## config.mk

```make
export PLATFORM = sky130hd
export DESIGN_NAME = vcfg_validator
export DESIGN_NICKNAME = d
export VERILOG_FILES = /design/src/rtl/vcfg_pkg.sv /design/src/rtl/vcfg_decode.sv /design/src/rtl/vcfg_legal.sv /design/src/rtl/vcfg_len.sv /design/src/rtl/vcfg_validator.sv
export SDC_FILE = /design/constraint.sdc
export NUM_CORES = 1
export LEC_CHECK = 0
export BUFFER_PORTS_ARGS = -buffer_cell sky130_fd_sc_hd__buf_2
export CAP_MARGIN = 10
export CORE_ASPECT_RATIO = 0.5
export CORE_MARGIN = 10
export CORE_UTILIZATION = 40
export DETAILED_ROUTE_END_ITERATION = 8
export HOLD_SLACK_MARGIN = 0.02
export PLACE_DENSITY_LB_ADDON = 0.1
export SLEW_MARGIN = 20
export SYNTH_ARGS = -nofsm -noshare
export SYNTH_HDL_FRONTEND = slang
export SYNTH_SLANG_ARGS = --single-unit
```

## constraint.sdc

```tcl
create_clock -name clk -period 4.6 [get_ports clk]
set_input_delay 0.23 -clock clk [delete_from_list [all_inputs] [get_ports clk]]
set_output_delay 0.23 -clock clk [all_outputs]
set_load 0.01 [all_outputs]
```

## src/rtl/vcfg_pkg.sv

```systemverilog
package vcfg_pkg;
    // field placement inside the configuration word
    localparam int LMUL_LSB    = 0;
    localparam int LMUL_W      = 3;
    localparam int SEW_LSB     = 3;
    localparam int SEW_W       = 3;
    localparam int FIELD_TOP   = SEW_LSB + SEW_W;   // first reserved bit
    localparam int SEW_MIN_LOG = 3;                 // narrowest element: 8 bits

    typedef enum logic [LMUL_W-1:0] {
        LM_ONE     = 3'd0,
        LM_TWO     = 3'd1,
        LM_FOUR    = 3'd2,
        LM_EIGHT   = 3'd3,
        LM_RSVD    = 3'd4,
        LM_EIGHTH  = 3'd5,
        LM_QUARTER = 3'd6,
        LM_HALF    = 3'd7
    } lmul_code_e;

    typedef struct packed {
        lmul_code_e       lmul;
        logic [SEW_W-1:0] sew_code;
        logic             rsvd_set;
    } fields_t;

    typedef struct packed {
        logic lmul_rsvd;
        logic sew_rsvd;
        logic sew_too_wide;
        logic frac_unsupported;
        logic no_storage;
        logic rsvd_bits;
    } fault_t;

    // signed log2 of the grouping factor
    function automatic int lmul_exp(lmul_code_e c);
        int v;
        v = int'(c);
        return c[2] ? v - 8 : v;
    endfunction

    // log2 of the element width in bits (valid for codes 0..3)
    function automatic int sew_exp(logic [SEW_W-1:0] s);
        return SEW_MIN_LOG + int'({1'b0, s[1:0]});
    endfunction
endpackage

```

## src/rtl/vcfg_decode.sv

```systemverilog
module vcfg_decode
    import vcfg_pkg::*;
#(
    parameter int XLEN = 32
) (
    input  logic [XLEN-1:0] vtype,
    output fields_t         fld
);
    always_comb begin
        fld.lmul     = lmul_code_e'(vtype[LMUL_LSB +: LMUL_W]);
        fld.sew_code = vtype[SEW_LSB +: SEW_W];
        fld.rsvd_set = |vtype[XLEN-1:FIELD_TOP];
    end
endmodule

```

## src/rtl/vcfg_legal.sv

```systemverilog
module vcfg_legal
    import vcfg_pkg::*;
#(
    parameter int ELEN = 64,
    parameter int VLEN = 128
) (
    input  fields_t fld,
    output fault_t  fault,
    output logic    illegal
);
    localparam int ELEN_LOG = $clog2(ELEN);
    localparam int VLEN_LOG = $clog2(VLEN);

    int le;
    int se;

    always_comb begin
        le = lmul_exp(fld.lmul);
        se = sew_exp(fld.sew_code);
        fault.lmul_rsvd        = (fld.lmul == LM_RSVD);
        fault.sew_rsvd         = fld.sew_code[SEW_W-1];
        fault.sew_too_wide     = !fld.sew_code[SEW_W-1] && (se > ELEN_LOG);
        // fraction judged against the narrowest element, never the active one
        fault.frac_unsupported = fld.lmul[2] && (fld.lmul != LM_RSVD)
                                 && (ELEN_LOG + le < SEW_MIN_LOG);
        // active element must fit in the grouped register bits
        fault.no_storage       = (VLEN_LOG + le < se);
        fault.rsvd_bits        = fld.rsvd_set;
        illegal                = |fault;
    end
endmodule

```

## src/rtl/vcfg_len.sv

```systemverilog
module vcfg_len
    import vcfg_pkg::*;
#(
    parameter int XLEN = 32,
    parameter int VLEN = 128
) (
    input  fields_t                  fld,
    input  logic                     legal,
    input  logic [XLEN-1:0]          avl,
    output logic [$clog2(VLEN):0]    vlmax,
    output logic [$clog2(VLEN):0]    vl
);
    localparam int VLEN_LOG = $clog2(VLEN);
    localparam int VL_W     = VLEN_LOG + 1;

    int              grant_exp;
    logic [VL_W-1:0] hit;

    always_comb grant_exp = VLEN_LOG + lmul_exp(fld.lmul) - sew_exp(fld.sew_code);

    // VLMAX is a power of two: one comparator per possible exponent
    for (genvar k = 0; k < VL_W; k++) begin : g_exp
        assign hit[k] = legal && (grant_exp == k);
    end

    assign vlmax = hit;

    always_comb begin
        if (avl < {{(XLEN-VL_W){1'b0}}, vlmax}) vl = avl[VL_W-1:0];
        else                                    vl = vlmax;
    end
endmodule

```

## src/rtl/vcfg_validator.sv

```systemverilog
module vcfg_validator
    import vcfg_pkg::*;
#(
    parameter int XLEN = 32,
    parameter int ELEN = 64,
    parameter int VLEN = 128
) (
    input  logic                  clk,
    input  logic                  rst,
    input  logic                  req_valid,
    input  logic [XLEN-1:0]       req_vtype,
    input  logic [XLEN-1:0]       req_avl,
    output logic                  rsp_done,
    output logic [XLEN-1:0]       rsp_vtype,
    output logic [$clog2(VLEN):0] rsp_vlmax,
    output logic [$clog2(VLEN):0] rsp_vl,
    output logic                  rsp_ill
);
    localparam int              VL_W     = $clog2(VLEN) + 1;
    localparam logic [XLEN-1:0] ILL_WORD = {1'b1, {(XLEN-1){1'b0}}};

    fields_t         fld;
    fault_t          flt;
    logic            bad;
    logic [VL_W-1:0] vlmax_c;
    logic [VL_W-1:0] vl_c;

    vcfg_decode #(.XLEN(XLEN)) u_dec (
        .vtype (req_vtype),
        .fld   (fld)
    );

    vcfg_legal #(.ELEN(ELEN), .VLEN(VLEN)) u_leg (
        .fld     (fld),
        .fault   (flt),
        .illegal (bad)
    );

    vcfg_len #(.XLEN(XLEN), .VLEN(VLEN)) u_len (
        .fld   (fld),
        .legal (!bad),
        .avl   (req_avl),
        .vlmax (vlmax_c),
        .vl    (vl_c)
    );

    always_ff @(posedge clk) begin
        if (rst) begin
            rsp_done  <= 1'b0;
            rsp_vtype <= '0;
            rsp_vlmax <= '0;
            rsp_vl    <= '0;
            rsp_ill   <= 1'b0;
        end else begin
            rsp_done <= req_valid;
            if (req_valid) begin
                rsp_ill   <= bad;
                rsp_vtype <= bad ? ILL_WORD : req_vtype;
                rsp_vlmax <= vlmax_c;
                rsp_vl    <= vl_c;
            end
        end
    end


    req_to_done_chk: assert property (@(posedge clk) disable iff (rst)
        req_valid |=> rsp_done);

    idle_no_done_chk: assert property (@(posedge clk) disable iff (rst)
        !req_valid |=> !rsp_done);

    ill_zero_chk: assert property (@(posedge clk) disable iff (rst)
        rsp_ill |-> (rsp_vtype == ILL_WORD && rsp_vlmax == '0 && rsp_vl == '0));

    lmul_rsvd_chk: assert property (@(posedge clk) disable iff (rst)
        (req_valid && req_vtype[2:0] == 3'd4) |=> rsp_ill);

    frac_elen_chk: assert property (@(posedge clk) disable iff (rst)
        (ELEN < 64 && req_valid && req_vtype[2:0] == 3'd5) |=> rsp_ill);

    sew_rsvd_chk: assert property (@(posedge clk) disable iff (rst)
        (req_valid && req_vtype[5]) |=> rsp_ill);

    rsvd_bits_chk: assert property (@(posedge clk) disable iff (rst)
        (req_valid && (|req_vtype[XLEN-1:6])) |=> rsp_ill);

    vlmax_pow2_chk: assert property (@(posedge clk) disable iff (rst)
        (rsp_done && !rsp_ill) |-> ($countones(rsp_vlmax) == 1));

    vl_bound_chk: assert property (@(posedge clk) disable iff (rst)
        rsp_vl <= rsp_vlmax);
endmodule

```

Word-level counts from Yosys, hierarchy flattened
Index checks and enable logic that the tools add are counted.
- logic and storage cells: 41
- output and inout bits: 50
- latch bits: 0
- flip-flop bits (word level): 50
- memories: 0
- bits in writable memories: 0
- ROM bits: 0
- input bits: 67
- reductions and logical operators: 15
- equality and inequality tests: 9
- multiplexer cells: 3
- div/mod/pow operators: 0
- $lt $le $gt $ge: 4
- shifts and indexed selects: 0
- multipliers: 0
- bitwise gates (word level): 0
- $add $sub $neg: 5
- operator list (kind ; count):
    32-bit by 4-bit == test with 1-bit output (second input constant) ; 4
    4-bit by 32-bit adder with 32-bit output (first input constant) ; 2
    32-bit by 3-bit == test with 1-bit output (second input constant) ; 2
    32-bit 2-to-1 mux ; 2
    32-bit by 2-bit == test with 1-bit output (second input constant) ; 1
    32-bit by 4-bit greater-than comparator with 1-bit output (second input constant) ; 1
    32-bit logical NOT ; 1
    32-bit by 3-bit < comparator with 1-bit output (second input constant) ; 1
    32-bit < comparator ; 1
    32-bit by 8-bit < comparator with 1-bit output ; 1
    32-bit subtractor ; 1
    31-bit OR reduction ; 1
    1-bit logical AND ; 11
    8-bit 2-to-1 mux ; 1
    3-bit by 4-bit subtractor with 5-bit output (second input constant) ; 1
    2-bit by 2-bit adder with 3-bit output (first input constant) ; 1
    3-bit == test (second input constant) ; 1
    3-bit inequality test (second input constant) ; 1
    1-bit logical NOT ; 2

Longest topological paths before layout
Gate-level depths: netlist of the first run.
- depth after elaboration: 10
- depth in mapped cells: 22
- gate-level depth less buffers: 22

Hierarchy
A second synthesis of the first run with hierarchy kept.
- cell total of the unflattened synthesis: 331
- area total of the unflattened synthesis: 3040.4 um^2
- modules (own cells, without submodules) (module ; times used ; sequential area each (um^2) ; cells each ; area each (um^2)):
    vcfg_validator ; 1 ; 1001.0 ; 200 ; 1979.4
    vcfg_len ; 1 ; 0.0 ; 82 ; 671.9
    vcfg_legal ; 1 ; 0.0 ; 34 ; 282.8
    vcfg_decode ; 1 ; 0.0 ; 15 ; 106.4

Worst setup path before layout of the first run
Ideal clock, no wire load.
- kind: input -> register
- start: input req_vtype[1]
- end: register rsp_vl[3]
- stages on the path: 21
- arrival: 4.413 ns
- slack: 0.101 ns
- required time: 4.514 ns
- buffers on the path: 0
- setup time: 0.086 ns
- cell sequence: inv_1 > ha_1 > inv_1 > ha_1 > inv_1 > ha_1 > o21a_1 > o311ai_0 > nand3_2 > or2_4 > nor4_2 > inv_1 > ha_1 > a21o_1 > a21o_1 > a21oi_1 > nor2_1 > a2111oi_0 > o21ai_4 > mux2i_1 > a211oi_1
- longest elaborated chain between the ends: 10
- elaborated cells between the ends (all ways): 31
- those cells by class: add/sub (4); order compare (3); eq/ne (9); mux (2); reduce/logical (13)
- RTL lines (element ; RTL line ; text):
    start, declared ; vcfg_validator.sv:11 ; input logic [XLEN-1:0] req_vtype,
    3-bit by 4-bit subtractor with 5-bit output ; vcfg_pkg.sv:40 ; return c[2] ? v - 8 : v;
    32-bit 2-to-1 mux ; vcfg_pkg.sv:40 ;
    4-bit by 32-bit adder with 32-bit output ; vcfg_legal.sv:25 ; && (ELEN_LOG + le < SEW_MIN_LOG);
    32-bit by 3-bit < comparator with 1-bit output ; vcfg_legal.sv:25 ;
    1-bit logical AND ; vcfg_legal.sv:25 ;
    31-bit OR reduction ; vcfg_legal.sv:29 ; illegal = |fault;
    1-bit logical NOT ; vcfg_validator.sv:41 ; .legal (!bad),
    1-bit logical AND ; vcfg_len.sv:23 ; assign hit[k] = legal && (grant_exp == k);
    32-bit by 8-bit < comparator with 1-bit output ; vcfg_len.sv:29 ; if (avl < {{(XLEN-VL_W){1'b0}}, vlmax}) vl = avl[VL_W-1:0];
    8-bit 2-to-1 mux * ; vcfg_len.sv:29 ;
    end signal, assigned ; vcfg_validator.sv:60 ; rsp_vl <= vl_c;
    end, declared ; vcfg_validator.sv:16 ; output logic [$clog2(VLEN):0] rsp_vl,
Mark *: on every way between the ends. The rest lies on a longest branch, timed or not.
A chain may end at the register's enable or synchronous reset.

Final worst setup path of the first run
- start: input req_vtype[1]
- end: register rsp_vl[2]
Same word-level chain as after synthesis.

==> results of run 1 <==
## power by group through the flow
| stage | logic (mW) | clock network [mW] | registers, mW |
|---|---|---|---|
| floorplan | 0.0695 | 0 | 0.452 |
| CTS | 0.129 | 0.415 | 0.440 |
| global route | 0.144 | 0.436 | 0.440 |
| finish | 0.129 | 0.406 | 0.440 |
| global placement | 0.124 | 0 | 0.450 |
| detailed placement | 0.128 | 0 | 0.450 |
## critical path, stage by stage
cell and delay (ns):
buf_2 0.12, inv_1 0.07, ha_1 0.17, inv_1 0.05
ha_1 0.26, inv_1 0.04, ha_1 0.35, o21a_1 0.17
o311ai_1 0.29, nand3_2 0.18, or2_4 0.31, nor4_2 0.30
inv_1 0.08, ha_1 0.30, a21o_1 0.18, a21o_1 0.17
a21oi_1 0.17, nor2_1 0.05, a2111oi_0 0.30, buf_4 0.20
o21ai_4 0.11, mux2i_1 0.16, a211oi_1 0.24
## cells in the final DEF (no fill, tap or decap), types with 2 or more instances in the layout
cell type and count:
buf_2 116, dfxtp_1 50, and2_1 27, nor2_1 21, ha_1 21, inv_1 17, mux2i_1 15, nor4_1 12
a21oi_1 8, a211oi_1 8, nand2_1 7, nor3_1 7, nand3_1 7, nand2b_1 6, clkbuf_16 5, buf_4 5
o21a_1 4, nand4_1 4, and3_1 3, nor2b_1 2, o2111ai_1 2, nor4b_1 2, nor4_2 2, nor3b_2 2
a21o_1 2
## flip-flops by register name, indices dropped and copies added (netlist names)
name	count
rsp_done	1
rsp_vtype	32
rsp_ill	1
rsp_vlmax	8
rsp_vl	8
## cell families after synthesis
logic type,after synthesis,share of synthesized area [%]
flops,50,41.54
compound gates,30,9.346
buf+inv,27,4.361
simple gates,109,26.43
xor+xnor,1,0.3635
fa+ha+maj,22,11.73
mux,15,6.230
## worst max-delay path by stage
stage,start,to,slack [ns]
floorplan,req_vtype[1],rsp_vl[3]$_SDFFE_PP0P_,0.10
global placement,req_vtype[1],rsp_vl[1]$_SDFFE_PP0P_,0.12
detailed placement,req_vtype[1],rsp_vl[2]$_SDFFE_PP0P_,-0.08
CTS,req_vtype[1],rsp_vl[2]$_SDFFE_PP0P_,0.21
global route,req_vtype[1],rsp_vl[2]$_SDFFE_PP0P_,0.004
finish,req_vtype[1],rsp_vl[2]$_SDFFE_PP0P_,0.28
## what timing repair did
item,in CTS,in global routing
endpoints found under the setup margin,0,7
setup buffers,0,0
resized for setup,0,1
## per-layer routing
layer | GRT usage [%] | up-vias | part of all wire [%]
met5 | 0 | - | 0
met4 | 3.342 | 0 | 0.59
met2 | 22.12 | 67 | 47
li1 | - | 1129 | -
met1 | 16.73 | 996 | 45
met3 | 3.924 | 5 | 7.7
## final cells by class
cell class / instances / area [um2] / area share [%]
clock inverters: 2 / 38.79 / 1.194
flip-flops and latches: 50 / 1001 / 30.82
inverters: 18 / 67.56 / 2.080
clock buffers: 5 / 125.1 / 3.852
well taps: 73 / 91.34 / 2.812
repair buffers: 121 / 618.1 / 19.03
multi-input cells: 177 / 1306 / 40.22
## per-stage QoR
stage / cells / hold WS (ns) / TNS (ns) / utilization (%)
2_1_floorplan: 254 / 0.3016 / 0 / -
3_3_place_gp: 439 / 0.4336 / 0 / 54.47
3_5_place_dp: 439 / 0.4397 / -0.4257 / 54.47
4_1_cts: 446 / 0.2473 / 0 / 57.36
5_1_grt: 446 / 0.2571 / 0 / 57.41
6_report: 446 / 0.2577 / 0 / 57.41
==> flow_summary.json, run 1 <==
{
  "routabilityCongestion": 0.8422,
  "drive_above_1_share_pct": 37.00,
  "slew_violations": 0,
  "arrival_ns": 4.52,
  "die_w_um": 129.8,
  "fin_crit_sh_pct": 94.02,
  "skew_ns": 0,
  "yosysSeqAreaShare_pct": 41.54,
  "num_vias": 2197,
  "design.core.area_um2": 5658,
  "antenna_found_initial": 0,
  "hp-start": "req_vtype[4]",
  "yosysTopAreaCell": "dfxtp_1",
  "worst_slew_pin_slew_ns": 0.7331,
  "clk_pin_slew_worst_paths_ns": 0.06,
  "hp-class": "in2reg",
  "crit_type": "in2reg",
  "synth-seq-cells": 50,
  "switchingPower_mw": 0.2248,
  "cts_tree": "done",
  "drv_cap": 0,
  "syn_avg_cell_area_um2": 9.487,
  "cp_max_fo": 8,
  "synthDistinctLibCells": 39,
  "cts.sinks": 50,
  "pwr-share-clk_pct": 41.7,
  "min_to": "rsp_vtype[4]$_SDFFE_PP0P_",
  "grt_overflow": 0,
  "hold_depth": 3,
  "synth_commonest_cells": "dfxtp_1, and2_1, nor2_1, ha_1, inv_1",
  "ys_top_cells_by_area": "dfxtp_1, ha_1, and2_1, mux2i_1, nor2_1",
  "cts_buffer_depth": 2,
  "ys.flop_type": "dfxtp_1",
  "grt_setup_unrepaired": "no",
  "grt_pass1_wl_um": 10530,
  "rrSetupSlack_ns": 3.90,
  "initial_core_util_pct": 42.59,
  "placed_area_um2": 3082,
  "async_reset_ff_share_pct": 0,
  "p_per_area_nw_per_um2": 300.3,
  "leakage_nw": 1.607,
  "slew_headroom_pct": 51.12,
  "fin_area_um2": 3248,
  "cp.required_ns": 4.80,
  "ant_nets": 0,
  "synthCells": 254,
  "synthesis.yosys.warnings": 0,
  "syn-num-nets": 343,
  "die_area_um2": 9718,
  "synth_edf_count": 0,
  "netlist_area_um2": 2410,
  "insertion_delay_ns": 0.28,
  "drc": 0,
  "pin_count": 117,
  "viasPerCell": 4.926,
  "grt_max_degree": 40,
  "fmax_mhz": 231.2,
  "peakVddDrop_mv": 0.1519,
  "routed_wl_um": 6777,
  "num_rows": 19,
  "cts_buffers": 5,
  "fin_total_pwr_mw": 0.9756,
  "pwr-share-comb_pct": 13.2,
  "reg2reg_to": "rsp_vl[0]$_SDFFE_PP0P_",
  "endpoint_kind": "flip-flop",
  "worstSetupStartpointType": "input port",
  "grtUsageTotal_pct": 13.29,
  "period_minus_slack_ns": 4.325,
  "seqPwrFrac_pct": 45.1,
  "grt_pass1_vias": 2127,
  "num_antenna_cells": 0,
  "area_growth_pct": 34.79,
  "post-place-ws_ns": -0.08247,
  "reg2reg_depth": 2,
  "drtIter0Drc": 81,
  "layout_setup_ws_ns": 0.2752,
  "cts_hold_buf": 0,
  "wire_per_inst_um": 15.20,
  "setup_viol": 0,
  "switching_share_pct": 23.04,
  "cell_internal_pwr_mw": 0.7508,
  "portBuffers": 116,
  "cts_htree_levels": 2,
  "die_y_um": 74.89,
  "r2r-start": "rsp_vl[0]$_SDFFE_PP0P_",
  "nNetsFinal": 462,
  "fillers": 527,
  "drtPass1Iterations": 4,
  "synth.top_cell.area_share_pct": 41.54,
  "root_buffer": "clkbuf_16",
  "synth_most_common_cell": "dfxtp_1",
  "hold_viol": 0,
  "status": "finished, final reports clean",
  "dp_hpwl_um": 5616
}
(Power assumes the default switching activity.)
==> run 2: changes to the inputs <==
CORE_UTILIZATION = 41   (was 40)
PLACE_DENSITY = 0.74   (was default)
PLACE_DENSITY_LB_ADDON = default   (was 0.1)
==> run 2 against run 1 <==
Against the previous run: power grew 0.16%; utilization grew 0.71 points; design area about the same; die area decreased by 1.9%; maximum frequency increased by 2.7%; via count grew 3.0%; sequential power barely moved; hold slack better by 0.0039 ns; critical endpoint is now rsp_vl[4]$_SDFFE_PP0P_; flip-flop and latch count unchanged.
==> flow_summary.json, run 2 (same netlist as run 1, synthesis figures left out) <==
{
  "status": "finished, final reports clean",
  "cts_setup_buffers": 0,
  "viasPerCell": 5.083,
  "grt_pass1_vias": 2167,
  "portBuffers": 116,
  "cts_buffer_depth": 2,
  "grt_setup_unrepaired": "no",
  "drtPass1Iterations": 4,
  "p_per_area_nw_per_um2": 300.9,
  "cts_buffers": 5,
  "wl_met1_um": 2709,
  "drive_above_1_share_pct": 36.83,
  "nNetsFinal": 460,
  "crit_type": "in2reg",
  "final_common_cell": "buf_2",
  "arrival_ns": 4.40,
  "ant_nets": 0,
  "period_minus_slack_ns": 4.210,
  "grt_overflow": 0,
  "hp-start": "req_vtype[4]",
  "wl_met3_um": 323,
  "skew_ns": 0,
  "grt_max_degree": 40,
  "worstSetupStartpoint": "req_vtype[1]",
  "insertion_delay_ns": 0.28,
  "worst_slew_pin_slew_ns": 0.6916,
  "area_growth_pct": 34.74,
  "hp-class": "in2reg",
  "cts_htree_levels": 2,
  "fmax_mhz": 237.5,
  "antenna_found_initial": 0,
  "slew_headroom_pct": 53.89,
  "pin_count": 117,
  "routabilityCongestion": 0.8200,
  "drv_cap": 0,
  "routed_wl_um": 6846,
  "die_area_um2": 9530,
  "final_util_pct": 58.12,
  "cts.sinks": 50,
  "dp_hpwl_um": 5802,
  "peakVddDrop_mv": 0.2888,
  "largest_reg_flops": 32,
  "fin_crit_sh_pct": 91.52,
  "slew_violations": 0,
  "die_w_um": 128.4,
  "grtUsageTotal_pct": 13.27,
  "setup_viol": 0,
  "drc": 0,
  "reg_top3": "rsp_vtype: 32 flops, rsp_vl: 8 flops, rsp_vlmax: 8 flops",
  "cp.required_ns": 4.79,
  "placed_area_um2": 3067,
  "num_rows": 19,
  "hold_viol": 0,
  "top_layer": "met4",
  "cp_max_fo": 8,
  "clk_pin_slew_worst_paths_ns": 0.06,
  "worstSetupStartpointType": "input port",
  "root_buffer": "clkbuf_16",
  "num_vias": 2262,
  "design.core.area_um2": 5587,
  "endpoint_kind": "flip-flop",
  "layout_common_cells": "buf_2, dfxtp_1, and2_1",
  "largest-register": "rsp_vtype",
  "leakage_nw": 1.605,
  "initial_core_util_pct": 43.14,
  "cts_tree": "done",
  "grt_pass1_wl_um": 10490,
  "r2r-start": "rsp_vl[0]$_SDFFE_PP0P_",
  "num_antenna_cells": 0,
  "die_y_um": 74.21,
  "fin_area_um2": 3247,
  "wire_per_inst_um": 15.38,
  "drtIter0Drc": 69,
  "dr_wl_met2_um": 3741,
  "holdWs_ns": 0.2616,
  "final.setup.tns_ns": 0
}
[run 2: what timing repair did]
action	CTS	global route
setup endpoints to repair	0	7
hold buffers	0	0
resized for setup	0	2
[run 2: worst paths after layout]
kind	to	slack, ns	depth (start not counted)
max	rsp_vl[4]$_SDFFE_PP0P_	0.39	23
min	rsp_vtype[4]$_SDFFE_PP0P_	0.26	3
max reg2reg	rsp_vl[0]$_SDFFE_PP0P_	3.86	2
min reg2reg	rsp_vtype[29]$_SDFFE_PP0P_	0.45	1
[run 2: final cells by class]
| class | count | area [um2] |
|---|---|---|
| inverters | 18 | 67.56 |
| multi-input cells | 177 | 1315 |
| flip-flops and latches | 50 | 1001 |
| repair buffers | 119 | 603.1 |
| clock inverters | 3 | 43.79 |
| well taps | 73 | 91.34 |
| clock buffers | 5 | 125.1 |
| fillers | 509 | 2340 |
[run 2: critical path, cell delays in order]
cell,delay [ns]
buf_2,0.13
inv_1,0.08
ha_1,0.19
inv_1,0.05
ha_1,0.26
inv_1,0.04
ha_1,0.34
o21a_1,0.16
o311ai_1,0.28
nand3_2,0.16
or2_4,0.31
nor4_4,0.24
inv_1,0.07
ha_1,0.30
a21o_1,0.19
a21o_1,0.17
a21oi_1,0.13
nor2_1,0.05
a2111oi_0,0.29
buf_4,0.20
o21ai_4,0.11
mux2i_1,0.17
a211oi_1,0.27
[run 2: metrics by stage]
step / setup slack (ns) / power (mW) / instances
CTS: 0.2673 / 0.9819 / 445
global route: 0.03612 / 1.016 / 445
detailed placement: -0.02862 / 0.5750 / 437
floorplan: 0.1014 / 0.5220 / 254
global placement: 0.1856 / 0.5700 / 437
finish: 0.3900 / 0.9771 / 445
[run 2: report_power, final]
group | leakage, nW | internal (mW) | switching [mW]
Clock | 0.0842 | 0.257 | 0.152
Sequential | 0.405 | 0.438 | 0.00245
Combinational | 1.12 | 0.0565 | 0.0709
[run 2: per-layer routing]
| layer | up-vias | track usage [%] |
|---|---|---|
| met5 | - | 0 |
| met4 | 0 | 4.094 |
| met3 | 7 | 2.553 |
| met2 | 50 | 25.80 |
| met1 | 1082 | 14.46 |
| li1 | 1123 | - |
==> run 3: changes to the inputs <==
CELL_PAD_IN_SITES_DETAIL_PLACEMENT = 2   (was default)
CELL_PAD_IN_SITES_GLOBAL_PLACEMENT = 2   (was default)
CORE_UTILIZATION = 23   (was 41)
==> run 3 against run 2 <==
Against the previous run: worst setup slack gained 0.060 ns; critical path type unchanged; first-iteration DRC count rose by 20%; global-route usage fell by 2.3 points; clock skew unchanged; design area increased by 4.4%; clock power rose by 3%; highest routed layer is now met3; flip-flop and latch count unchanged; die area up 60%; power is 2.2% higher; non-clock buffer count is 4 higher; combinational power up 8%; register-to-register slack about the same.
==> flow_summary.json, run 3 (same netlist as run 1, synthesis figures left out) <==
{
  "grt_max_degree": 40,
  "leakage_nw": 1.625,
  "worstSetupStartpointType": "input port",
  "grt_pass1_wl_um": 13810,
  "largest_reg_flops": 32,
  "insertion_delay_ns": 0.28,
  "fmax_mhz": 241.0,
  "p_per_area_nw_per_um2": 294.8,
  "cts_tree": "done",
  "drc": 0,
  "worst_slew_pin_slew_ns": 0.7480,
  "peakVddDrop_mv": 0.1508,
  "cts_buffers": 5,
  "drive_above_1_share_pct": 37.77,
  "placed_area_um2": 3181,
  "post-place-cells": 508,
  "grt.met2_usage_pct": 20.22,
  "final.setup.tns_ns": 0,
  "use_met3_pct": 2.827,
  "slew_violations": 0,
  "final_common_cell": "buf_2",
  "hp-class": "in2reg",
  "arrival_ns": 4.35,
  "fin_area_um2": 3388,
  "cts.sinks": 50,
  "holdWs_ns": 0.2647,
  "portBuffers": 116,
  "drtPass1Iterations": 4,
  "fillers": 1180,
  "final_util_pct": 33.17,
  "layout_setup_ws_ns": 0.4498,
  "hold_viol": 0,
  "design.core.area_um2": 10210,
  "fin_crit_sh_pct": 90.22,
  "multi_input_area_um2": 1338,
  "grt_busiest_layer": "met2",
  "grt_pass1_vias": 2587,
  "pin_count": 117,
  "grt_setup_unrepaired": "no",
  "reg_top3": "rsp_vtype: 32 flops, rsp_vl: 8 flops, rsp_vlmax: 8 flops",
  "die_area_um2": 15220,
  "status": "finished, final reports clean",
  "setup_viol": 0,
  "skew_ns": 0,
  "dp_hpwl_um": 7246,
  "cts_buffer_depth": 2,
  "cp.required_ns": 4.80,
  "fin_cells": 516,
  "ant_nets": 0,
  "num_vias": 2287,
  "die_y_um": 92.38,
  "met1_usage_pct": 12.90,
  "drv_cap": 0,
  "fin_total_pwr_mw": 0.9990,
  "post-place-ws_ns": -0.08474,
  "layout_common_cells": "buf_2, dfxtp_1, and2_1",
  "cp_max_fo": 8,
  "die_w_um": 164.8,
  "grtUsageTotal_pct": 10.99,
  "crit_type": "in2reg",
  "endpoint_kind": "flip-flop",
  "antenna_found_initial": 0,
  "num_rows": 26,
  "clk_pin_slew_worst_paths_ns": 0.07,
  "drtIter0Drc": 83,
  "routabilityCongestion": 0.7306,
  "num_antenna_cells": 0,
  "wire_per_inst_um": 16.45,
  "largest-register": "rsp_vtype",
  "period_minus_slack_ns": 4.150,
  "root_buffer": "clkbuf_16",
  "cts_htree_levels": 2,
  "initial_core_util_pct": 23.59,
  "cts_hold_buf": 0,
  "routed_wl_um": 8490,
  "seq_area_um2": 1001,
  "slew_headroom_pct": 50.13,
  "nNetsFinal": 464,
  "grt_overflow": 0,
  "area_growth_pct": 40.60,
  "viasPerCell": 4.432
}
run 3: critical path, cell delays in order:
cell       delay [ns]
buf_2            0.12
inv_1            0.08
ha_1             0.19
inv_1            0.06
ha_1             0.26
inv_1            0.04
ha_1             0.34
o21a_1           0.17
o311ai_1         0.29
nand3_2          0.17
or2_4            0.32
nor4_4           0.24
inv_1            0.07
ha_1             0.29
a21o_1           0.19
a21o_1           0.18
a21oi_1          0.14
nor2_1           0.06
a2111oi_2        0.20
buf_4            0.18
o21ai_4          0.11
mux2i_1          0.17
a211oi_1         0.25
run 3: report_power, final:
group          internal (mW)  total, mW  leakage [nW]  switching [mW]
clock network          0.260      0.422        0.0819           0.161
logic                 0.0596      0.137          1.14          0.0773
registers              0.438      0.440         0.405         0.00276
total                  0.758      0.999          1.62           0.242
run 3: path summary, 6_finish.rpt:
path                             start  cells after the start  slack (ns)                         to
max reg2reg     rsp_vl[4]$_SDFFE_PP0P_                      2        3.87     rsp_vl[4]$_SDFFE_PP0P_
max                       req_vtype[1]                     23        0.45     rsp_vl[1]$_SDFFE_PP0P_
min reg2reg  rsp_vtype[7]$_SDFFE_PP0P_                      1        0.45  rsp_vtype[7]$_SDFFE_PP0P_
min                       req_vtype[4]                      3        0.26  rsp_vtype[4]$_SDFFE_PP0P_
run 3: final cells by class:
type | instances | share of cell area [%]
Timing Repair Buffer | 123 | 18.69
Tap cell | 140 | 5.170
Clock buffer | 5 | 3.693
Inverter | 18 | 1.994
Multi-Input combinational cell | 177 | 39.48
Sequential cell | 50 | 29.54
Clock inverter | 3 | 1.440
run 3: per-layer routing:
layer  share of wire [%]  up-vias  routed length (um)
met5                   0        -                   0
met4                   0        0                   0
met3                 5.1        0                 430
met2                  52       41                4410
met1                  43     1115                3649
li1                    -     1131                   -
run 3: timing repair:
action	CTS	global route
resized for setup	0	6
endpoints found under the setup margin	0	8
setup buffers	0	0
